File: config.mk
export PLATFORM = sky130hd
export DESIGN_NAME = pll_filter_sweep
export DESIGN_NICKNAME = d
export VERILOG_FILES = /design/src/rtl/pll_sweep_pkg.sv /design/src/rtl/pll_lock_sync.sv /design/src/rtl/pll_trial_engine.sv /design/src/rtl/pll_sweep_ctrl.sv /design/src/rtl/pll_filter_sweep.sv
export SDC_FILE = /design/constraint.sdc
export NUM_CORES = 1
export LEC_CHECK = 0
export BUFFER_PORTS_ARGS = -buffer_cell sky130_fd_sc_hd__buf_2
export CORE_UTILIZATION = 48
export DETAILED_ROUTE_END_ITERATION = 12
export PLACE_DENSITY = 0.68
export SLEW_MARGIN = 20
export SYNTH_ARGS = -nofsm -noshare
export SYNTH_HDL_FRONTEND = slang
export SYNTH_SLANG_ARGS = --single-unit
File: constraint.sdc
create_clock -name clk -period 3.5 [get_ports clk]
set_input_delay 0.7 -clock clk [delete_from_list [all_inputs] [get_ports clk]]
set_output_delay 0.7 -clock clk [all_outputs]
set_load 0.02 [all_outputs]
File: src/rtl/pll_sweep_pkg.sv
package pll_sweep_pkg;

  typedef enum logic [2:0] {
    SW_IDLE,
    SW_LOAD,
    SW_ARM,
    SW_TRIAL,
    SW_FINISH
  } sweep_state_e;

  typedef enum logic [1:0] {
    TR_IDLE,
    TR_WAIT,
    TR_SAMPLE
  } trial_state_e;

  typedef enum logic [1:0] {
    QUAL_NONE    = 2'd0,
    QUAL_OPTIMAL = 2'd1,
    QUAL_BACKUP  = 2'd2
  } qual_e;

  // Number of neighbour trials that follow a passing centre trial
  localparam int NB_COUNT = 6;

  // Signed divider offset for trial slot idx (0 is the centre)
  function automatic int nb_delta(input int idx);
    case (idx)
      1:       return -3;
      2:       return -2;
      3:       return -1;
      4:       return 1;
      5:       return 2;
      6:       return 3;
      default: return 0;
    endcase
  endfunction

  // Duty qualification: enough locked samples in the window
  function automatic logic duty_ok(input int hits, input int need);
    return hits >= need;
  endfunction

  // Result selection at the end of a sweep
  function automatic logic [31:0] pick_result(input qual_e q, input logic [31:0] cur,
                                              input logic [31:0] backup,
                                              input logic [31:0] orig);
    case (q)
      QUAL_OPTIMAL: return cur;
      QUAL_BACKUP:  return backup;
      default:      return orig;
    endcase
  endfunction

endpackage

File: src/rtl/pll_lock_sync.sv
module pll_lock_sync #(
  parameter int STAGES = 2
) (
  input  logic clk,
  input  logic rst_n,
  input  logic d_async,
  output logic q_sync
);
  logic [STAGES-1:0] chain;

  generate
    if (STAGES == 1) begin : g_one
      always_ff @(posedge clk or negedge rst_n) begin
        if (!rst_n) chain <= '0;
        else        chain <= d_async;
      end
    end else begin : g_many
      always_ff @(posedge clk or negedge rst_n) begin
        if (!rst_n) chain <= '0;
        else        chain <= {chain[STAGES-2:0], d_async};
      end
    end
  endgenerate

  assign q_sync = chain[STAGES-1];
endmodule

File: src/rtl/pll_trial_engine.sv
module pll_trial_engine
  import pll_sweep_pkg::*;
#(
  parameter int WAIT_TICKS   = 1000,
  parameter int SAMPLE_TICKS = 1001,
  parameter int PASS_MIN     = 900
) (
  input  logic clk,
  input  logic rst_n,
  input  logic tick,
  input  logic go,
  input  logic lock_s,
  output logic busy,
  output logic trial_done,
  output logic trial_pass
);
  localparam int MAXT = (WAIT_TICKS > SAMPLE_TICKS) ? WAIT_TICKS : SAMPLE_TICKS;
  localparam int CW   = $clog2(MAXT + 1);
  localparam int HW   = $clog2(SAMPLE_TICKS + 1);

  trial_state_e    st;
  logic [CW-1:0]   cnt;
  logic [HW-1:0]   hits;
  logic [HW-1:0]   hits_next;
  logic            wait_last;
  logic            samp_last;

  assign hits_next = hits + HW'(lock_s);
  assign wait_last = (cnt == CW'(WAIT_TICKS - 1));
  assign samp_last = (cnt == CW'(SAMPLE_TICKS - 1));
  assign busy      = (st != TR_IDLE);

  always_ff @(posedge clk or negedge rst_n) begin
    if (!rst_n) begin
      st         <= TR_IDLE;
      cnt        <= '0;
      hits       <= '0;
      trial_done <= 1'b0;
      trial_pass <= 1'b0;
    end else begin
      trial_done <= 1'b0;
      case (st)
        TR_IDLE: begin
          if (go) begin
            st   <= TR_WAIT;
            cnt  <= '0;
            hits <= '0;
          end
        end
        TR_WAIT: begin
          if (tick) begin
            if (lock_s) begin
              st   <= TR_SAMPLE;
              cnt  <= '0;
              hits <= '0;
            end else if (wait_last) begin
              st         <= TR_IDLE;
              trial_done <= 1'b1;
              trial_pass <= 1'b0;
            end else begin
              cnt <= cnt + 1'b1;
            end
          end
        end
        TR_SAMPLE: begin
          if (tick) begin
            if (samp_last) begin
              st         <= TR_IDLE;
              trial_done <= 1'b1;
              trial_pass <= duty_ok(int'(hits_next), PASS_MIN);
            end else begin
              cnt  <= cnt + 1'b1;
              hits <= hits_next;
            end
          end
        end
        default: st <= TR_IDLE;
      endcase
    end
  end
endmodule

File: src/rtl/pll_sweep_ctrl.sv
module pll_sweep_ctrl
  import pll_sweep_pkg::*;
#(
  parameter int              M_W         = 8,
  parameter int              N_W         = 8,
  parameter int              P_W         = 8,
  parameter int              FILT_LSB    = 3,
  parameter int              FILT_STEPS  = 8,
  parameter logic [P_W-1:0]  KEEP_MASK   = 8'h47
) (
  input  logic           clk,
  input  logic           rst_n,
  input  logic           start,
  input  logic [M_W-1:0] m_in,
  input  logic [N_W-1:0] n_in,
  input  logic [P_W-1:0] p_in,
  input  logic           trial_done,
  input  logic           trial_pass,
  output logic           trial_go,
  output logic [M_W-1:0] pll_m,
  output logic [N_W-1:0] pll_n,
  output logic [P_W-1:0] pll_p,
  output logic           pll_prog,
  output logic           pll_disable,
  output logic           done,
  output logic [P_W-1:0] p_out,
  output logic [1:0]     quality,
  output logic           err
);
  localparam int FC_W = (FILT_STEPS > 1) ? $clog2(FILT_STEPS) : 1;
  localparam logic [P_W-1:0] FILT_STEP = P_W'(1 << FILT_LSB);

  sweep_state_e    st;
  logic [M_W-1:0]  m_r;
  logic [N_W-1:0]  n_r;
  logic [P_W-1:0]  p_orig;
  logic [P_W-1:0]  p_cur;
  logic [P_W-1:0]  p_backup;
  qual_e           q_r;
  logic [FC_W-1:0] filt;
  logic [2:0]      nb;
  logic            last_filt;
  logic            last_nb;
  logic [N_W-1:0]  n_trial;
  logic [P_W-1:0]  p_final;

  assign last_filt = (filt == FC_W'(FILT_STEPS - 1));
  assign last_nb   = (nb == 3'(NB_COUNT));
  assign n_trial   = n_r + N_W'(nb_delta(int'(nb)));
  assign p_final   = P_W'(pick_result(q_r, 32'(p_cur), 32'(p_backup), 32'(p_orig)));

  assign pll_prog  = (st == SW_ARM);
  assign trial_go  = (st == SW_ARM);

  always_ff @(posedge clk or negedge rst_n) begin
    if (!rst_n) begin
      st          <= SW_IDLE;
      m_r         <= '0;
      n_r         <= '0;
      p_orig      <= '0;
      p_cur       <= '0;
      p_backup    <= '0;
      q_r         <= QUAL_NONE;
      filt        <= '0;
      nb          <= '0;
      pll_m       <= '0;
      pll_n       <= '0;
      pll_p       <= '0;
      pll_disable <= 1'b0;
      done        <= 1'b0;
      p_out       <= '0;
      quality     <= 2'd0;
      err         <= 1'b0;
    end else begin
      done <= 1'b0;
      case (st)
        SW_IDLE: begin
          if (start) begin
            m_r         <= m_in;
            n_r         <= n_in;
            p_orig      <= p_in;
            p_cur       <= p_in & KEEP_MASK;
            p_backup    <= p_in;
            q_r         <= QUAL_NONE;
            filt        <= '0;
            nb          <= '0;
            pll_disable <= 1'b1;
            st          <= SW_LOAD;
          end
        end
        SW_LOAD: begin
          pll_m <= m_r;
          pll_n <= n_trial;
          pll_p <= p_cur;
          st    <= SW_ARM;
        end
        SW_ARM: begin
          st <= SW_TRIAL;
        end
        SW_TRIAL: begin
          if (trial_done) begin
            if (trial_pass) begin
              if (last_nb) begin
                q_r <= QUAL_OPTIMAL;
                st  <= SW_FINISH;
              end else begin
                nb <= nb + 3'd1;
                st <= SW_LOAD;
              end
            end else begin
              if (nb != 3'd0) begin
                p_backup <= p_cur;
                q_r      <= QUAL_BACKUP;
              end
              if (last_filt) begin
                st <= SW_FINISH;
              end else begin
                filt  <= filt + 1'b1;
                p_cur <= p_cur + FILT_STEP;
                nb    <= '0;
                st    <= SW_LOAD;
              end
            end
          end
        end
        SW_FINISH: begin
          p_out       <= p_final;
          quality     <= q_r;
          err         <= (q_r == QUAL_NONE);
          done        <= 1'b1;
          pll_disable <= 1'b0;
          st          <= SW_IDLE;
        end
        default: st <= SW_IDLE;
      endcase
    end
  end
endmodule

File: src/rtl/pll_filter_sweep.sv
module pll_filter_sweep #(
  parameter int             M_W          = 8,
  parameter int             N_W          = 8,
  parameter int             P_W          = 8,
  parameter int             FILT_LSB     = 3,
  parameter int             FILT_STEPS   = 8,
  parameter logic [P_W-1:0] KEEP_MASK    = 8'h47,
  parameter int             WAIT_TICKS   = 1000,
  parameter int             SAMPLE_TICKS = 1001,
  parameter int             PASS_MIN     = 900,
  parameter int             SYNC_STAGES  = 2
) (
  input  logic           clk,
  input  logic           rst_n,
  input  logic           tick,
  input  logic           start,
  input  logic [M_W-1:0] m_in,
  input  logic [N_W-1:0] n_in,
  input  logic [P_W-1:0] p_in,
  input  logic           lock_in,
  output logic [M_W-1:0] pll_m,
  output logic [N_W-1:0] pll_n,
  output logic [P_W-1:0] pll_p,
  output logic           pll_prog,
  output logic           pll_disable,
  output logic           done,
  output logic [P_W-1:0] p_out,
  output logic [1:0]     quality,
  output logic           err
);
  // Internal events, named for the checker
  logic lock_s;
  logic trial_go;
  logic trial_done;
  logic trial_pass;
  logic trial_busy;

  pll_lock_sync #(.STAGES(SYNC_STAGES)) u_sync (
    .clk     (clk),
    .rst_n   (rst_n),
    .d_async (lock_in),
    .q_sync  (lock_s)
  );

  pll_trial_engine #(
    .WAIT_TICKS   (WAIT_TICKS),
    .SAMPLE_TICKS (SAMPLE_TICKS),
    .PASS_MIN     (PASS_MIN)
  ) u_trial (
    .clk        (clk),
    .rst_n      (rst_n),
    .tick       (tick),
    .go         (trial_go),
    .lock_s     (lock_s),
    .busy       (trial_busy),
    .trial_done (trial_done),
    .trial_pass (trial_pass)
  );

  pll_sweep_ctrl #(
    .M_W        (M_W),
    .N_W        (N_W),
    .P_W        (P_W),
    .FILT_LSB   (FILT_LSB),
    .FILT_STEPS (FILT_STEPS),
    .KEEP_MASK  (KEEP_MASK)
  ) u_ctrl (
    .clk         (clk),
    .rst_n       (rst_n),
    .start       (start),
    .m_in        (m_in),
    .n_in        (n_in),
    .p_in        (p_in),
    .trial_done  (trial_done),
    .trial_pass  (trial_pass),
    .trial_go    (trial_go),
    .pll_m       (pll_m),
    .pll_n       (pll_n),
    .pll_p       (pll_p),
    .pll_prog    (pll_prog),
    .pll_disable (pll_disable),
    .done        (done),
    .p_out       (p_out),
    .quality     (quality),
    .err         (err)
  );
endmodule

==> impl_metrics.xml <==
<?xml version="1.0" encoding="UTF-8"?>
<metrics>
  <group name="hold_path">
    <metric name="min_to" unit="">u_sync.chain[1]</metric>
    <metric name="holdPathStages" unit="">0</metric>
    <metric name="worst_hold_path_type" unit="">flip-flop to flip-flop</metric>
    <metric name="holdCritStartpoint" unit="">u_sync.chain[0]</metric>
  </group>
  <group name="floorplanning">
    <metric name="die_width" unit="um">110.2</metric>
    <metric name="core.rowCount" unit="">39</metric>
    <metric name="placeableCoreArea" unit="um^2">11420</metric>
    <metric name="initial_util" unit="%">49.23</metric>
    <metric name="floorplan.die.height" unit="um">110.2</metric>
    <metric name="die-area" unit="um^2">12150</metric>
    <metric name="io_pins" unit="">67</metric>
  </group>
  <group name="clocking">
    <metric name="cts_max_level" unit="">4</metric>
    <metric name="post-cts-setup-buffers" unit="">0</metric>
    <metric name="holdBufCountCts" unit="">0</metric>
    <metric name="tritoncts_clock_tree" unit="">done</metric>
    <metric name="clock_path_buffers" unit="">2</metric>
    <metric name="numCtsBuffers" unit="">17</metric>
    <metric name="cts_repair_resize_count" unit="">0</metric>
    <metric name="cts_num_sinks" unit="">114</metric>
    <metric name="worstSkewPairLatency" unit="ns">0.41</metric>
    <metric name="clkSlewWorstSetupHoldPaths" unit="ns">0.05</metric>
    <metric name="ctsRootBufferMaster" unit="">sky130_fd_sc_hd__clkbuf_16</metric>
  </group>
  <group name="logic_synthesis">
    <metric name="synth-compound-area-share" unit="%">13.55</metric>
    <metric name="mapped_area" unit="um^2">5622</metric>
    <metric name="proportion_of_synthesized_flip_flops_having_asynchronous_set_or_reset" unit="%">100.0</metric>
    <metric name="ys_types" unit="">57</metric>
    <metric name="post_synth_fa_ha_maj_area_fraction" unit="%">6.365</metric>
    <metric name="combinational_family_with_the_most_area_after_synthesis" unit="">simple AND/OR/NAND/NOR gates</metric>
    <metric name="synth-xor-area-share" unit="%">1.402</metric>
    <metric name="postSynthAreaPerCell" unit="um^2">9.024</metric>
    <metric name="yosysTopAreaCellShare" unit="%">50.75</metric>
    <metric name="synth_simple_gate_area_share" unit="%">22.26</metric>
    <metric name="synthesis.nets" unit="">680</metric>
    <metric name="yosys_warnings" unit="">0</metric>
    <metric name="yosysTopAreaCell" unit="">sky130_fd_sc_hd__dfrtp_1</metric>
    <metric name="synth_cells" unit="">623</metric>
    <metric name="post_synth_edffs" unit="">0</metric>
    <metric name="synth_top_flop_cell" unit="">sky130_fd_sc_hd__dfrtp_1</metric>
    <metric name="register_area_share_after_synthesis" unit="%">50.75</metric>
    <metric name="ys_seq_elements" unit="">114</metric>
    <metric name="synth_top_cells_by_area" unit="">sky130_fd_sc_hd__dfrtp_1, sky130_fd_sc_hd__nand2_1, sky130_fd_sc_hd__ha_1</metric>
    <metric name="muxShareOfSynthArea" unit="%">2.181</metric>
  </group>
  <group name="timing">
    <metric name="final_max_tran_viols" unit="">0</metric>
    <metric name="timing.final.hold_violations" unit="">0</metric>
    <metric name="clock_skew" unit="ns">0.006740</metric>
    <metric name="fmax" unit="GHz">0.3341</metric>
    <metric name="max_slew_margin" unit="%">36.00</metric>
    <metric name="setup_violations" unit="">0</metric>
    <metric name="finalCritPeriodShare" unit="%">85.52</metric>
    <metric name="totalNegativeSetupSlack" unit="ns">0</metric>
    <metric name="worst_pin_slew" unit="ns">0.9600</metric>
    <metric name="finalWorstPathRequiredPeriod" unit="ns">2.993</metric>
    <metric name="rsz0062_at_grt" unit="">no</metric>
  </group>
  <group name="setup_path">
    <metric name="critPathCaptureType" unit="">flip-flop</metric>
    <metric name="worst_path_dominant_cell_family" unit="">compound AO/OA/AOI/OAI gates</metric>
    <metric name="critical_path.cell_chain" unit="">inv_1 -&gt; ha_1 -&gt; o311ai_0 -&gt; o21ai_0 -&gt; ha_1 -&gt; nor2b_1 -&gt; o21ai_0 -&gt; a21oi_1 -&gt; o21ai_0 -&gt; nand4b_1 -&gt; o211ai_1</metric>
    <metric name="slowest_stage" unit="">sky130_fd_sc_hd__ha_1</metric>
    <metric name="source_of_the_worst_register_to_register_timing_path" unit="">u_ctrl.nb[0]</metric>
    <metric name="timing.critical_path.buf_inv" unit="">1</metric>
    <metric name="r2r_slack" unit="ns">0.51</metric>
    <metric name="cp.required" unit="ns">3.82</metric>
    <metric name="critical_path.startpoint_type" unit="">flip-flop</metric>
    <metric name="worst_r2r_endpoint" unit="">u_ctrl.pll_n[6]</metric>
    <metric name="reg2regPathDepth" unit="">11</metric>
    <metric name="timing.critical_path.mode_cell" unit="">sky130_fd_sc_hd__o21ai_0</metric>
    <metric name="timing.critical_path.fanout_max" unit="">6</metric>
    <metric name="worstPathArrival" unit="ns">3.31</metric>
    <metric name="timing_worst_setup_path_type" unit="">flip-flop to flip-flop</metric>
    <metric name="cp_slowest_stage_delay" unit="ns">0.45</metric>
  </group>
  <group name="global_route">
    <metric name="grt_pass1_wl" unit="um">20070</metric>
    <metric name="grt_overflow_total" unit="">0</metric>
    <metric name="largest_net_degree_at_the_start_of_global_routing" unit="">75</metric>
    <metric name="initial_antenna_violation_count" unit="">0</metric>
    <metric name="via_count_of_the_first_global_routing_pass" unit="">4325</metric>
    <metric name="grt.total_usage" unit="%">21.87</metric>
  </group>
  <group name="final_layout">
    <metric name="antennaDiodeCount" unit="">0</metric>
    <metric name="final_cell_area" unit="um^2">6684</metric>
    <metric name="seq_area" unit="um^2">2853</metric>
    <metric name="fillCellCount" unit="">1011</metric>
    <metric name="fraction_of_layout_cells_with_a_size_suffix_above_1" unit="%">16.67</metric>
    <metric name="multiInputGateArea" unit="um^2">2584</metric>
    <metric name="layout.cells.most_common_list" unit="">sky130_fd_sc_hd__nand2_1, sky130_fd_sc_hd__dfrtp_1, sky130_fd_sc_hd__buf_2</metric>
    <metric name="area_added_between_synthesis_and_finish" unit="%">18.90</metric>
    <metric name="final_nets" unit="">746</metric>
    <metric name="most_common_cell_after_layout_fill_and_taps_aside" unit="">sky130_fd_sc_hd__nand2_1</metric>
  </group>
  <group name="routing">
    <metric name="drt_pass1_iterations" unit="">4</metric>
    <metric name="detail-route-antenna-nets" unit="">0</metric>
    <metric name="routed-via-count" unit="">4497</metric>
    <metric name="drc_errors" unit="">0</metric>
    <metric name="dr.first_iter.drc_count" unit="">241</metric>
    <metric name="drt_wl_total" unit="um">12300</metric>
    <metric name="detail_route.wl_per_cell" unit="um">14.56</metric>
    <metric name="avgViaCountPerCell" unit="">5.322</metric>
  </group>
  <group name="pwr">
    <metric name="vdd.ir_drop.worst" unit="uV">567.4</metric>
    <metric name="power_leakage" unit="nW">3.340</metric>
    <metric name="power_density" unit="nW/um^2">739.8</metric>
  </group>
  <group name="placement">
    <metric name="io_buffers" unit="">66</metric>
    <metric name="half_perimeter_wire_length_after_placement" unit="um">8224</metric>
    <metric name="routabilityCongestion" unit="">0.8396</metric>
    <metric name="placed_cell_area" unit="um^2">6095</metric>
  </group>
  <group name="status">
    <metric name="outcome" unit="">finished, final reports clean</metric>
  </group>
  <group name="flow_run">
    <metric name="cap_viol_max_count" unit="">0</metric>
  </group>
</metrics>
-- stage by stage --
stage | std cells | total power [W] | hold slack [ns] | setup slack, ns | utilization [%]
after floorplan | 623 | 0.002820 | 0.3312 | 0.9441 | -
after global placement | 813 | 0.003187 | 0.3339 | 0.7940 | 53.37
after detailed placement | 813 | 0.003261 | 0.3379 | 0.5398 | 53.37
after CTS | 845 | 0.004984 | 0.3485 | 0.5211 | 58.54
after global routing | 845 | 0.005281 | 0.3502 | 0.2598 | 58.54
final | 845 | 0.004945 | 0.3447 | 0.5068 | 58.54
-- how the worst max path moves through the flow --
| stage | cells past startpoint | startpoint | endpoint |
|---|---|---|---|
| floorplan | 11 | u_ctrl.nb[0] | u_ctrl.pll_n[6] |
| global placement | 11 | u_ctrl.nb[0] | u_ctrl.pll_n[6] |
| detailed placement | 11 | u_ctrl.nb[0] | u_ctrl.pll_n[6] |
| CTS | 11 | u_ctrl.nb[0] | u_ctrl.pll_n[6] |
| global route | 11 | u_ctrl.nb[2] | u_ctrl.pll_n[6] |
| finish | 11 | u_ctrl.nb[0] | u_ctrl.pll_n[6] |
-- metal layers --
layer  wire [um]  vias up  global-route usage (%)
li1            -     2247                       -
met1        5745     2148                   27.37
met2        5854       94                   36.29
met3         578        8                   6.408
met4         123        0                   7.331
met5           0        -                       0
-- cells by family after synthesis --
| logic type | after synthesis |
|---|---|
| mux | 12 |
| fa+ha+maj | 28 |
| simple gates | 284 |
| compound gates | 126 |
| flops | 114 |
| buf+inv | 50 |
| xor+xnor | 9 |
-- report_power, final --
| group | internal (W) | switching [W] | leakage, nW | total, W |
|---|---|---|---|---|
| logic | 0.000548 | 0.000954 | 1.56 | 0.00150 |
| clock network | 0.00108 | 0.000614 | 0.282 | 0.00170 |
| registers | 0.00156 | 0.000180 | 1.50 | 0.00174 |
| total | 0.00320 | 0.00175 | 3.34 | 0.00494 |
-- Yosys cell counts, drive strengths merged, types with 8 or more instances --
cell / n
nand2: 193
dfrtp: 114
o21ai: 68
ha: 27
nor2: 25
inv: 23
clkbuf: 20
a21oi: 15
nand3: 11
and3: 10
mux2i: 10
a22oi: 8
-- registers in the layout (all words and copies together) (netlist names), 8 cells and up --
| name | cells |
|---|---|
| u_ctrl.n_r | 8 |
| u_ctrl.pll_p | 8 |
| u_ctrl.pll_m | 8 |
| u_ctrl.p_out | 8 |
| u_ctrl.m_r | 8 |
| u_trial.cnt | 10 |
| u_ctrl.p_orig | 8 |
| u_ctrl.p_backup | 8 |
| u_ctrl.p_cur | 8 |
| u_trial.hits | 10 |
| u_ctrl.pll_n | 8 |
-- area by class of cell --
| cell class | count | area share, % |
|---|---|---|
| Inverter | 23 | 1.292 |
| Timing Repair Buffer | 74 | 5.878 |
| Clock inverter | 12 | 1.984 |
| Tap cell | 143 | 2.677 |
| Sequential cell | 114 | 42.68 |
| Multi-Input combinational cell | 459 | 38.66 |
| Clock buffer | 20 | 6.833 |
-- worst register-to-register path, stage by stage, from the launching register on --
cell	delay, ns
sky130_fd_sc_hd__dfrtp_1	0.40
sky130_fd_sc_hd__inv_1	0.11
sky130_fd_sc_hd__ha_1	0.27
sky130_fd_sc_hd__o311ai_0	0.35
sky130_fd_sc_hd__o21ai_0	0.38
sky130_fd_sc_hd__ha_1	0.45
sky130_fd_sc_hd__nor2b_1	0.15
sky130_fd_sc_hd__o21ai_0	0.21
sky130_fd_sc_hd__a21oi_1	0.12
sky130_fd_sc_hd__o21ai_0	0.23
sky130_fd_sc_hd__nand4b_1	0.14
sky130_fd_sc_hd__o211ai_1	0.10
No activity file was read; power rests on OpenSTA's default activity.
